[src/rtl/uart_bridge_pkg.sv]
package uart_bridge_pkg;

    typedef enum logic [1:0] {
        RX_IDLE,
        RX_START,
        RX_DATA,
        RX_STOP
    } rx_state_e;

    typedef enum logic [1:0] {
        TX_IDLE,
        TX_START,
        TX_DATA,
        TX_STOP
    } tx_state_e;

    typedef enum logic {
        DEC_CMD,
        DEC_DATA
    } dec_state_e;

    localparam logic [3:0] OP_READ  = 4'h0;
    localparam logic [3:0] OP_WRITE = 4'h1;

endpackage

[src/rtl/uart_rx_unit.sv]
module uart_rx_unit
    import uart_bridge_pkg::*;
#(
    parameter int CPB = 1041,
    parameter int DW  = 8
) (
    input  logic          clk,
    input  logic          rst_n,
    input  logic          rxd_i,
    output logic [DW-1:0] data_o,
    output logic          valid_o
);

    localparam int CW   = (CPB > 2) ? $clog2(CPB) : 2;
    localparam int BW   = $clog2(DW);
    localparam int HALF = CPB / 2;

    rx_state_e     state, state_n;
    logic          sync1, sync2, line_prev;
    logic [CW-1:0] cnt;
    logic [BW-1:0] bit_idx;
    logic [DW-1:0] shreg;
    logic          fall, cnt_last, half_last, bit_last;

    // two-flop synchronizer plus edge history
    always_ff @(posedge clk or negedge rst_n) begin
        if (!rst_n) begin
            sync1     <= 1'b1;
            sync2     <= 1'b1;
            line_prev <= 1'b1;
        end else begin
            sync1     <= rxd_i;
            sync2     <= sync1;
            line_prev <= sync2;
        end
    end

    assign fall      = line_prev & ~sync2;
    assign cnt_last  = (cnt == CW'(CPB - 1));
    assign half_last = (cnt == CW'(HALF - 1));
    assign bit_last  = (bit_idx == BW'(DW - 1));

    // state register
    always_ff @(posedge clk or negedge rst_n) begin
        if (!rst_n) state <= RX_IDLE;
        else        state <= state_n;
    end

    // next-state logic
    always_comb begin
        state_n = state;
        unique case (state)
            RX_IDLE:  if (fall) state_n = RX_START;
            RX_START: if (half_last) state_n = sync2 ? RX_IDLE : RX_DATA;
            RX_DATA:  if (cnt_last && bit_last) state_n = RX_STOP;
            RX_STOP:  if (cnt_last) state_n = RX_IDLE;
            default:  state_n = RX_IDLE;
        endcase
    end

    // counters, shifter and byte output
    always_ff @(posedge clk or negedge rst_n) begin
        if (!rst_n) begin
            cnt     <= '0;
            bit_idx <= '0;
            shreg   <= '0;
            data_o  <= '0;
            valid_o <= 1'b0;
        end else begin
            valid_o <= 1'b0;
            if (state_n != state) begin
                cnt <= '0;
            end else if (state == RX_DATA && cnt_last) begin
                cnt <= '0;
            end else if (state != RX_IDLE) begin
                cnt <= cnt + CW'(1);
            end
            if (state == RX_START) begin
                bit_idx <= '0;
            end else if (state == RX_DATA && cnt_last) begin
                shreg   <= {sync2, shreg[DW-1:1]};
                bit_idx <= bit_idx + BW'(1);
            end
            if (state == RX_STOP && cnt_last) begin
                data_o  <= shreg;
                valid_o <= 1'b1;
            end
        end
    end

    // a delivered byte is a single-cycle pulse
    a_r2_valid_single: assert property (@(posedge clk) disable iff (!rst_n)
        valid_o |=> !valid_o);

    // a start that is found high again at its centre yields no byte
    a_r2_glitch_drop: assert property (@(posedge clk) disable iff (!rst_n)
        (state == RX_START && half_last && sync2) |=> (state == RX_IDLE && !valid_o));

endmodule

[src/rtl/uart_tx_unit.sv]
module uart_tx_unit
    import uart_bridge_pkg::*;
#(
    parameter int CPB = 1041,
    parameter int DW  = 8
) (
    input  logic          clk,
    input  logic          rst_n,
    input  logic          start_i,
    input  logic [DW-1:0] data_i,
    output logic          ready_o,
    output logic          txd_o
);

    localparam int CW = (CPB > 2) ? $clog2(CPB) : 2;
    localparam int BW = $clog2(DW);

    tx_state_e     state, state_n;
    logic [CW-1:0] cnt;
    logic [BW-1:0] bit_idx;
    logic [DW-1:0] shreg;
    logic          cnt_last, bit_last, line_n;

    assign cnt_last = (cnt == CW'(CPB - 1));
    assign bit_last = (bit_idx == BW'(DW - 1));
    assign ready_o  = (state == TX_IDLE) || (state == TX_STOP && cnt_last);

    // state register
    always_ff @(posedge clk or negedge rst_n) begin
        if (!rst_n) state <= TX_IDLE;
        else        state <= state_n;
    end

    // next-state logic
    always_comb begin
        state_n = state;
        unique case (state)
            TX_IDLE:  if (start_i) state_n = TX_START;
            TX_START: if (cnt_last) state_n = TX_DATA;
            TX_DATA:  if (cnt_last && bit_last) state_n = TX_STOP;
            TX_STOP:  if (cnt_last) state_n = start_i ? TX_START : TX_IDLE;
            default:  state_n = TX_IDLE;
        endcase
    end

    // line level for the current state
    always_comb begin
        unique case (state)
            TX_START: line_n = 1'b0;
            TX_DATA:  line_n = shreg[0];
            default:  line_n = 1'b1;
        endcase
    end

    // outputs and datapath
    always_ff @(posedge clk or negedge rst_n) begin
        if (!rst_n) begin
            cnt     <= '0;
            bit_idx <= '0;
            shreg   <= '0;
            txd_o   <= 1'b1;
        end else begin
            txd_o <= line_n;
            if (cnt_last || state == TX_IDLE) cnt <= '0;
            else                              cnt <= cnt + CW'(1);
            if (ready_o && start_i) begin
                shreg   <= data_i;
                bit_idx <= '0;
            end else if (state == TX_DATA && cnt_last) begin
                shreg   <= {1'b0, shreg[DW-1:1]};
                bit_idx <= bit_idx + BW'(1);
            end
        end
    end

    // start bit drives the line low
    a_r1_start_low: assert property (@(posedge clk) disable iff (!rst_n)
        (state == TX_START) |=> !txd_o);

    // stop bit drives the line high
    a_r1_stop_high: assert property (@(posedge clk) disable iff (!rst_n)
        (state == TX_STOP) |=> txd_o);

    // idle transmitter keeps the line high
    a_r10_idle_high: assert property (@(posedge clk) disable iff (!rst_n)
        (state == TX_IDLE) |=> txd_o);

endmodule

[src/rtl/cmd_decoder.sv]
module cmd_decoder
    import uart_bridge_pkg::*;
#(
    parameter int             DW       = 8,
    parameter int             NREGS    = 8,
    parameter logic [DW-1:0]  ID_VALUE = 8'h01
) (
    input  logic          clk,
    input  logic          rst_n,
    input  logic [DW-1:0] rx_data_i,
    input  logic          rx_valid_i,
    input  logic          tx_ready_i,
    output logic          tx_start_o,
    output logic [DW-1:0] tx_data_o
);

    localparam int AW = $clog2(NREGS);
    localparam int NW = DW / 2;

    dec_state_e    st, st_n;
    logic [DW-1:0] regs [NREGS];
    logic [NW-1:0] c_addr, c_op;
    logic          c_addr_ok, rd_hit, wr_cmd, wr_hit;
    logic [AW-1:0] wr_addr;
    logic          pend_valid;
    logic [DW-1:0] pend_data;

    // field split of a command byte
    assign c_addr    = rx_data_i[DW-1:NW];
    assign c_op      = rx_data_i[NW-1:0];
    assign c_addr_ok = (int'(c_addr) < NREGS);
    assign rd_hit    = (st == DEC_CMD) && rx_valid_i && c_addr_ok && (c_op == OP_READ);
    assign wr_cmd    = (st == DEC_CMD) && rx_valid_i && c_addr_ok && (c_op == OP_WRITE);
    assign wr_hit    = (st == DEC_DATA) && rx_valid_i;

    // state register
    always_ff @(posedge clk or negedge rst_n) begin
        if (!rst_n) st <= DEC_CMD;
        else        st <= st_n;
    end

    // next-state logic
    always_comb begin
        st_n = st;
        unique case (st)
            DEC_CMD:  if (wr_cmd) st_n = DEC_DATA;
            DEC_DATA: if (rx_valid_i) st_n = DEC_CMD;
            default:  st_n = DEC_CMD;
        endcase
    end

    // register file: slot 0 is fixed
    for (genvar gi = 0; gi < NREGS; gi++) begin : g_reg
        if (gi == 0) begin : g_id
            assign regs[gi] = ID_VALUE;
        end else begin : g_rw
            logic [DW-1:0] q;
            always_ff @(posedge clk or negedge rst_n) begin
                if (!rst_n)                                 q <= '0;
                else if (wr_hit && wr_addr == AW'(gi))      q <= rx_data_i;
            end
            assign regs[gi] = q;
        end
    end

    // write address latch and one-deep reply holding slot
    always_ff @(posedge clk or negedge rst_n) begin
        if (!rst_n) begin
            wr_addr    <= '0;
            pend_valid <= 1'b0;
            pend_data  <= '0;
        end else begin
            if (wr_cmd) wr_addr <= c_addr[AW-1:0];
            if (rd_hit) begin
                pend_valid <= 1'b1;
                pend_data  <= regs[c_addr[AW-1:0]];
            end else if (tx_start_o) begin
                pend_valid <= 1'b0;
            end
        end
    end

    assign tx_start_o = pend_valid && tx_ready_i;
    assign tx_data_o  = pend_data;

    // a held reply is never overwritten by a newer read
    a_r9_no_overflow: assert property (@(posedge clk) disable iff (!rst_n)
        !(rd_hit && pend_valid && !tx_ready_i));

    // the data byte of a write does not create a reply
    a_r5_wr_no_reply: assert property (@(posedge clk) disable iff (!rst_n)
        (wr_hit && !pend_valid) |=> !pend_valid);

    // a rejected command leaves the decoder waiting for a command
    a_r8_bad_cmd_stays: assert property (@(posedge clk) disable iff (!rst_n)
        (st == DEC_CMD && rx_valid_i && !rd_hit && !wr_cmd) |=> (st == DEC_CMD));

endmodule

[src/rtl/uart_cmd_bridge.sv]
module uart_cmd_bridge #(
    parameter int          CLK_HZ   = 10_000_000,
    parameter int          BAUD     = 9600,
    parameter int          NREGS    = 8,
    parameter logic [7:0]  ID_VALUE = 8'h01
) (
    input  logic clk,
    input  logic rst_n,
    input  logic rxd_i,
    output logic txd_o
);

    localparam int CPB = CLK_HZ / BAUD;
    localparam int DW  = 8;

    logic [DW-1:0] rx_data, tx_data;
    logic          rx_valid, tx_ready, tx_start;

    uart_rx_unit #(.CPB(CPB), .DW(DW)) u_rx (
        .clk     (clk),
        .rst_n   (rst_n),
        .rxd_i   (rxd_i),
        .data_o  (rx_data),
        .valid_o (rx_valid)
    );

    cmd_decoder #(.DW(DW), .NREGS(NREGS), .ID_VALUE(ID_VALUE)) u_dec (
        .clk        (clk),
        .rst_n      (rst_n),
        .rx_data_i  (rx_data),
        .rx_valid_i (rx_valid),
        .tx_ready_i (tx_ready),
        .tx_start_o (tx_start),
        .tx_data_o  (tx_data)
    );

    uart_tx_unit #(.CPB(CPB), .DW(DW)) u_tx (
        .clk     (clk),
        .rst_n   (rst_n),
        .start_i (tx_start),
        .data_i  (tx_data),
        .ready_o (tx_ready),
        .txd_o   (txd_o)
    );

endmodule

[config.mk]
export PLATFORM = sky130hd
export DESIGN_NAME = uart_cmd_bridge
export DESIGN_NICKNAME = d
export VERILOG_FILES = /design/src/rtl/uart_bridge_pkg.sv /design/src/rtl/uart_rx_unit.sv /design/src/rtl/uart_tx_unit.sv /design/src/rtl/cmd_decoder.sv /design/src/rtl/uart_cmd_bridge.sv
export SDC_FILE = /design/constraint.sdc
export NUM_CORES = 1
export LEC_CHECK = 0
export BUFFER_PORTS_ARGS = -buffer_cell sky130_fd_sc_hd__buf_4
export CAP_MARGIN = 0
export CORE_MARGIN = 5
export CORE_UTILIZATION = 30
export CTS_CLUSTER_SIZE = 40
export DETAILED_ROUTE_END_ITERATION = 7
export GPL_ROUTABILITY_DRIVEN = 0
export SKIP_LAST_GASP = 1
export SYNTH_ARGS = -nofsm -noshare
export SYNTH_HDL_FRONTEND = slang
export SYNTH_SLANG_ARGS = --single-unit
[constraint.sdc]
create_clock -name clk -period 2.3 [get_ports clk]
set_clock_uncertainty 0.1 [all_clocks]
set_input_delay 0.115 -clock clk [delete_from_list [all_inputs] [get_ports clk]]
set_output_delay 0.115 -clock clk [all_outputs]
set_load 0.02 [all_outputs]
==> summary.md <==
| Metric | Value |
|---|---|
| Gate power share | 7.4% |
| Vias | 3801 |
| Die span in y | 152 µm |
| Share of cells above drive strength 1 | 37.1% |
| Clock Tree Buf Depth | 2 |
| Slew headroom | 46.4% |
| Core box area | 20100 µm² |
| Initial Util | 30.2% |
| CP max FO | 12 |
| Slowest library cell on the worst path | dfrtp_1 |
| Vias/cell | 4.88 |
| Setup Fix Bufs, Post-CTS | 0 |
| 1st-pass router iterations | 4 |
| Power per cell area | 743 nW/µm² |
| CP Cell Sequence | inv_1, ha_1, nor4bb_2, nand3_1, nor3_2, buf_4, mux2_2 |
| Global-route wire length before repair | 20.3 mm |
| Initial antenna violation count | 0 |
| # nets final | 511 |
| DRC violations left | 0 |
| Period minus WS final | 2.14 ns |
| DP HPWL | 7.93 mm |
| Async SR Flop Fraction | 100% |
| Final Instance Area | 7080 µm² |
| CTS Root Cell | clkbuf_16 |
| Max cap viols | 0 |
| Synth Warn # | 0 |
| Worst-Margin Slew | 0.804 ns |
| Worst endpoint data arrival time | 2.33 ns |
| WL/cell | 15.3 µm |
| Antenna-violating nets left | 0 |
| Worst-Skew Late Latency | 0.41 ns |
| Final period utilization | 92.9% |
| Area leader, netlist | dfrtp_1 |
| Delay-heaviest family, CP | simple AND/OR/NAND/NOR gates |
| Setup Crit Path Kind | flip-flop to flip-flop |
| I/O pin count | 4 |
| TritonCTS clock tree | done |
| CTS H-tree lvls | 4 |
| Sw Ratio | 25.1% |
| EDFF count, synth | 0 |
| VDD IR max | 390 µV |
| Psw | 1.32 mW |
| Most common cell in the synthesized netlist | dfrtp_1 |
| Max-slew violations | 0 |
| Die footprint | 23200 µm² |
| Post-synthesis sequential area ratio | 53.6% |
| Critical Path Start Type | flip-flop |
| Synth top area share | 51.9% |
| Worst Path Buf+Inv | 2 |
| Distinct cells, synth | 54 |
| Hold Vio Cnt, Final | 0 |
| P&R area growth vs syn | 16.5% |
| Initial DRC Count | 222 |
| TritonCTS Sinks | 130 |
| Average cell area after synthesis | 12.9 µm² |
| CP Capture Type | flip-flop |
| Buffers on Ports | 3 |
| Clock buffer count from CTS | 17 |
| Leakage | 3.18 nW |
| Overall Global Routing Usage | 10.7% |
| Critical Path RT | 2.50 ns |
| Hold Path Class | input pin to async pin |
| Pin count of the biggest net entering global routing | 49 |
| Synthesized instance count | 470 |
| Post-synth top cells | 126 x dfrtp_1, 95 x mux2_2, 23 x nor2_1 |
| Int Power | 3.94 mW |
| Detailed Route WL | 11.9 mm |
| Clock Power Share | 46.2% |
| Crit-path max cell delay | 0.41 ns |
| Status | finished clean |
| Row cnt | 52 |
| Peak Freq | 0.468 GHz |
| Seq pwr share | 46.4% |
| Die W | 152 µm |
| Setup_tns | 0 ns |
| Clock-pin slew on the worst setup and hold paths | 0.06 ns |
| Register bit total from synthesis | 130 |
| Mapped Area | 6080 µm² |
| Placed Area | 6520 µm² |
| Top FF cell, synth | dfrtp_1 |
| Vias in the first global route | 4069 |
| Total global routing overflow | 0 |
| Setup Viol. Count Final | 0 |
| Largest cells by area after synthesis | dfrtp_1 52%, mux2_2 18%, mux4_2 3.0% |
| N_diodes | 0 |
| Mapped Nets | 485 |
repair_timing:
| item | CTS | global route |
|---|---|---|
| hold endpoints to repair | 37 | 0 |
| hold buffers | 2 | 0 |
| resized for setup | 0 | 1 |
| setup endpoints to repair | 0 | 8 |
area by class of cell:
| type | count | area, µm² |
|---|---|---|
| Inverter | 19 | 71.3 |
| Tap cell | 270 | 338 |
| Timing Repair Buffer | 29 | 235 |
| Fill cell | 1942 | 13000 |
| Multi-Input combinational cell | 299 | 2640 |
| Clock inverter | 13 | 88.8 |
| Clock buffer | 19 | 453 |
| Sequential cell | 130 | 3260 |
layout by cell type, fill, tap and decap left out, types with 4 or more instances in the layout:
| cell | netlist | final |
|---|---|---|
| xor2_1 | 10 | 10 |
| nand2_2 | 8 | 8 |
| ha_1 | 12 | 12 |
| o31ai_2 | 6 | 6 |
| nor2_1 | 23 | 23 |
| buf_4 | 1 | 26 |
| a221oi_1 | 7 | 7 |
| nand2_1 | 15 | 15 |
| dfstp_2 | 4 | 4 |
| nand3_1 | 6 | 6 |
| dfrtp_1 | 126 | 126 |
| nor2b_1 | 7 | 7 |
| clkbuf_16 | 0 | 17 |
| inv_1 | 19 | 19 |
| mux2i_1 | 9 | 9 |
| o21ai_0 | 7 | 7 |
| nand4_1 | 6 | 6 |
| nor3_1 | 17 | 17 |
| clkinv_2 | 0 | 4 |
| clkinvlp_4 | 0 | 8 |
| mux2_2 | 95 | 95 |
| or3_1 | 5 | 5 |
| mux4_2 | 8 | 8 |
| nor4_1 | 4 | 4 |
| nand2b_1 | 4 | 4 |
| a21oi_1 | 7 | 7 |
| xnor2_1 | 8 | 8 |
kinds of logic after synthesis:
group,share of synthesized area [%]
xor gates and xnor gates,2.59
adders and majority gates,2.47
and+or+nand+nor,10.3
buffers and inverters,3.09
AOI/OAI and AO/OA,5.93
muxes,22.0
DFF,53.6
power groups by stage:
stage / registers (mW) / clock network (mW) / logic [mW]
floorplan: 2.45 / 0 / 0.237
global placement: 2.47 / 0 / 0.355
detailed placement: 2.48 / 0 / 0.381
CTS: 2.44 / 2.49 / 0.386
global route: 2.45 / 2.58 / 0.438
finish: 2.44 / 2.43 / 0.387
registers in the layout (all words and copies together), names as in the netlist, 2 cells and up:
signal,count
u_rx.state,2
u_rx.cnt,11
u_dec.tx_data_o,8
u_tx.cnt,11
u_tx.state,2
u_tx.shreg,8
u_rx.bit_idx,3
u_dec.wr_addr,3
u_rx.shreg,8
u_tx.bit_idx,3
u_rx.data_o,8
u_dec.g.g_rw.q,56
stage by stage:
step	cells	hold slack (ns)	utilization (%)	power, mW	setup slack (ns)
2_1_floorplan	470	-0.281	-	2.69	0.205
3_3_place_gp	745	0.0128	32.4	2.83	0.227
3_5_place_dp	745	0.0201	32.4	2.86	0.160
4_1_cts	779	0.115	35.2	5.31	0.135
5_1_grt	779	0.176	35.2	5.48	-0.0163
6_report	779	0.110	35.2	5.26	0.164
per-layer routing:
layer | share of wire [%] | vias up | wire length, µm | track usage (%)
li1 | - | 1747 | - | -
met5 | 0 | - | 0 | 0
met4 | 1.8 | 0 | 219 | 3.68
met2 | 51 | 54 | 6080 | 18.1
met1 | 44 | 1978 | 5270 | 13.1
met3 | 2.8 | 22 | 333 | 2.81
path summary, 6_finish.rpt:
check | from | end | slack [ns] | cells past startpoint
worst max-delay path | u_rx.cnt[0] | u_rx.shreg[7] | 0.16 | 7
worst min-delay path | rst_n | u_tx.bit_idx[2] | 0.11 | 2
worst max register to register | u_rx.cnt[0] | u_rx.shreg[7] | 0.16 | 7
worst min register to register | u_rx.sync1 | u_rx.sync2 | 0.26 | 0
max in group asynchronous | rst_n | u_dec.g_reg[4].g_rw.q[2] | 1.29 | 3
min in group clk | rxd_i | u_rx.sync1 | 0.25 | 2
(Power assumes the default switching activity.)
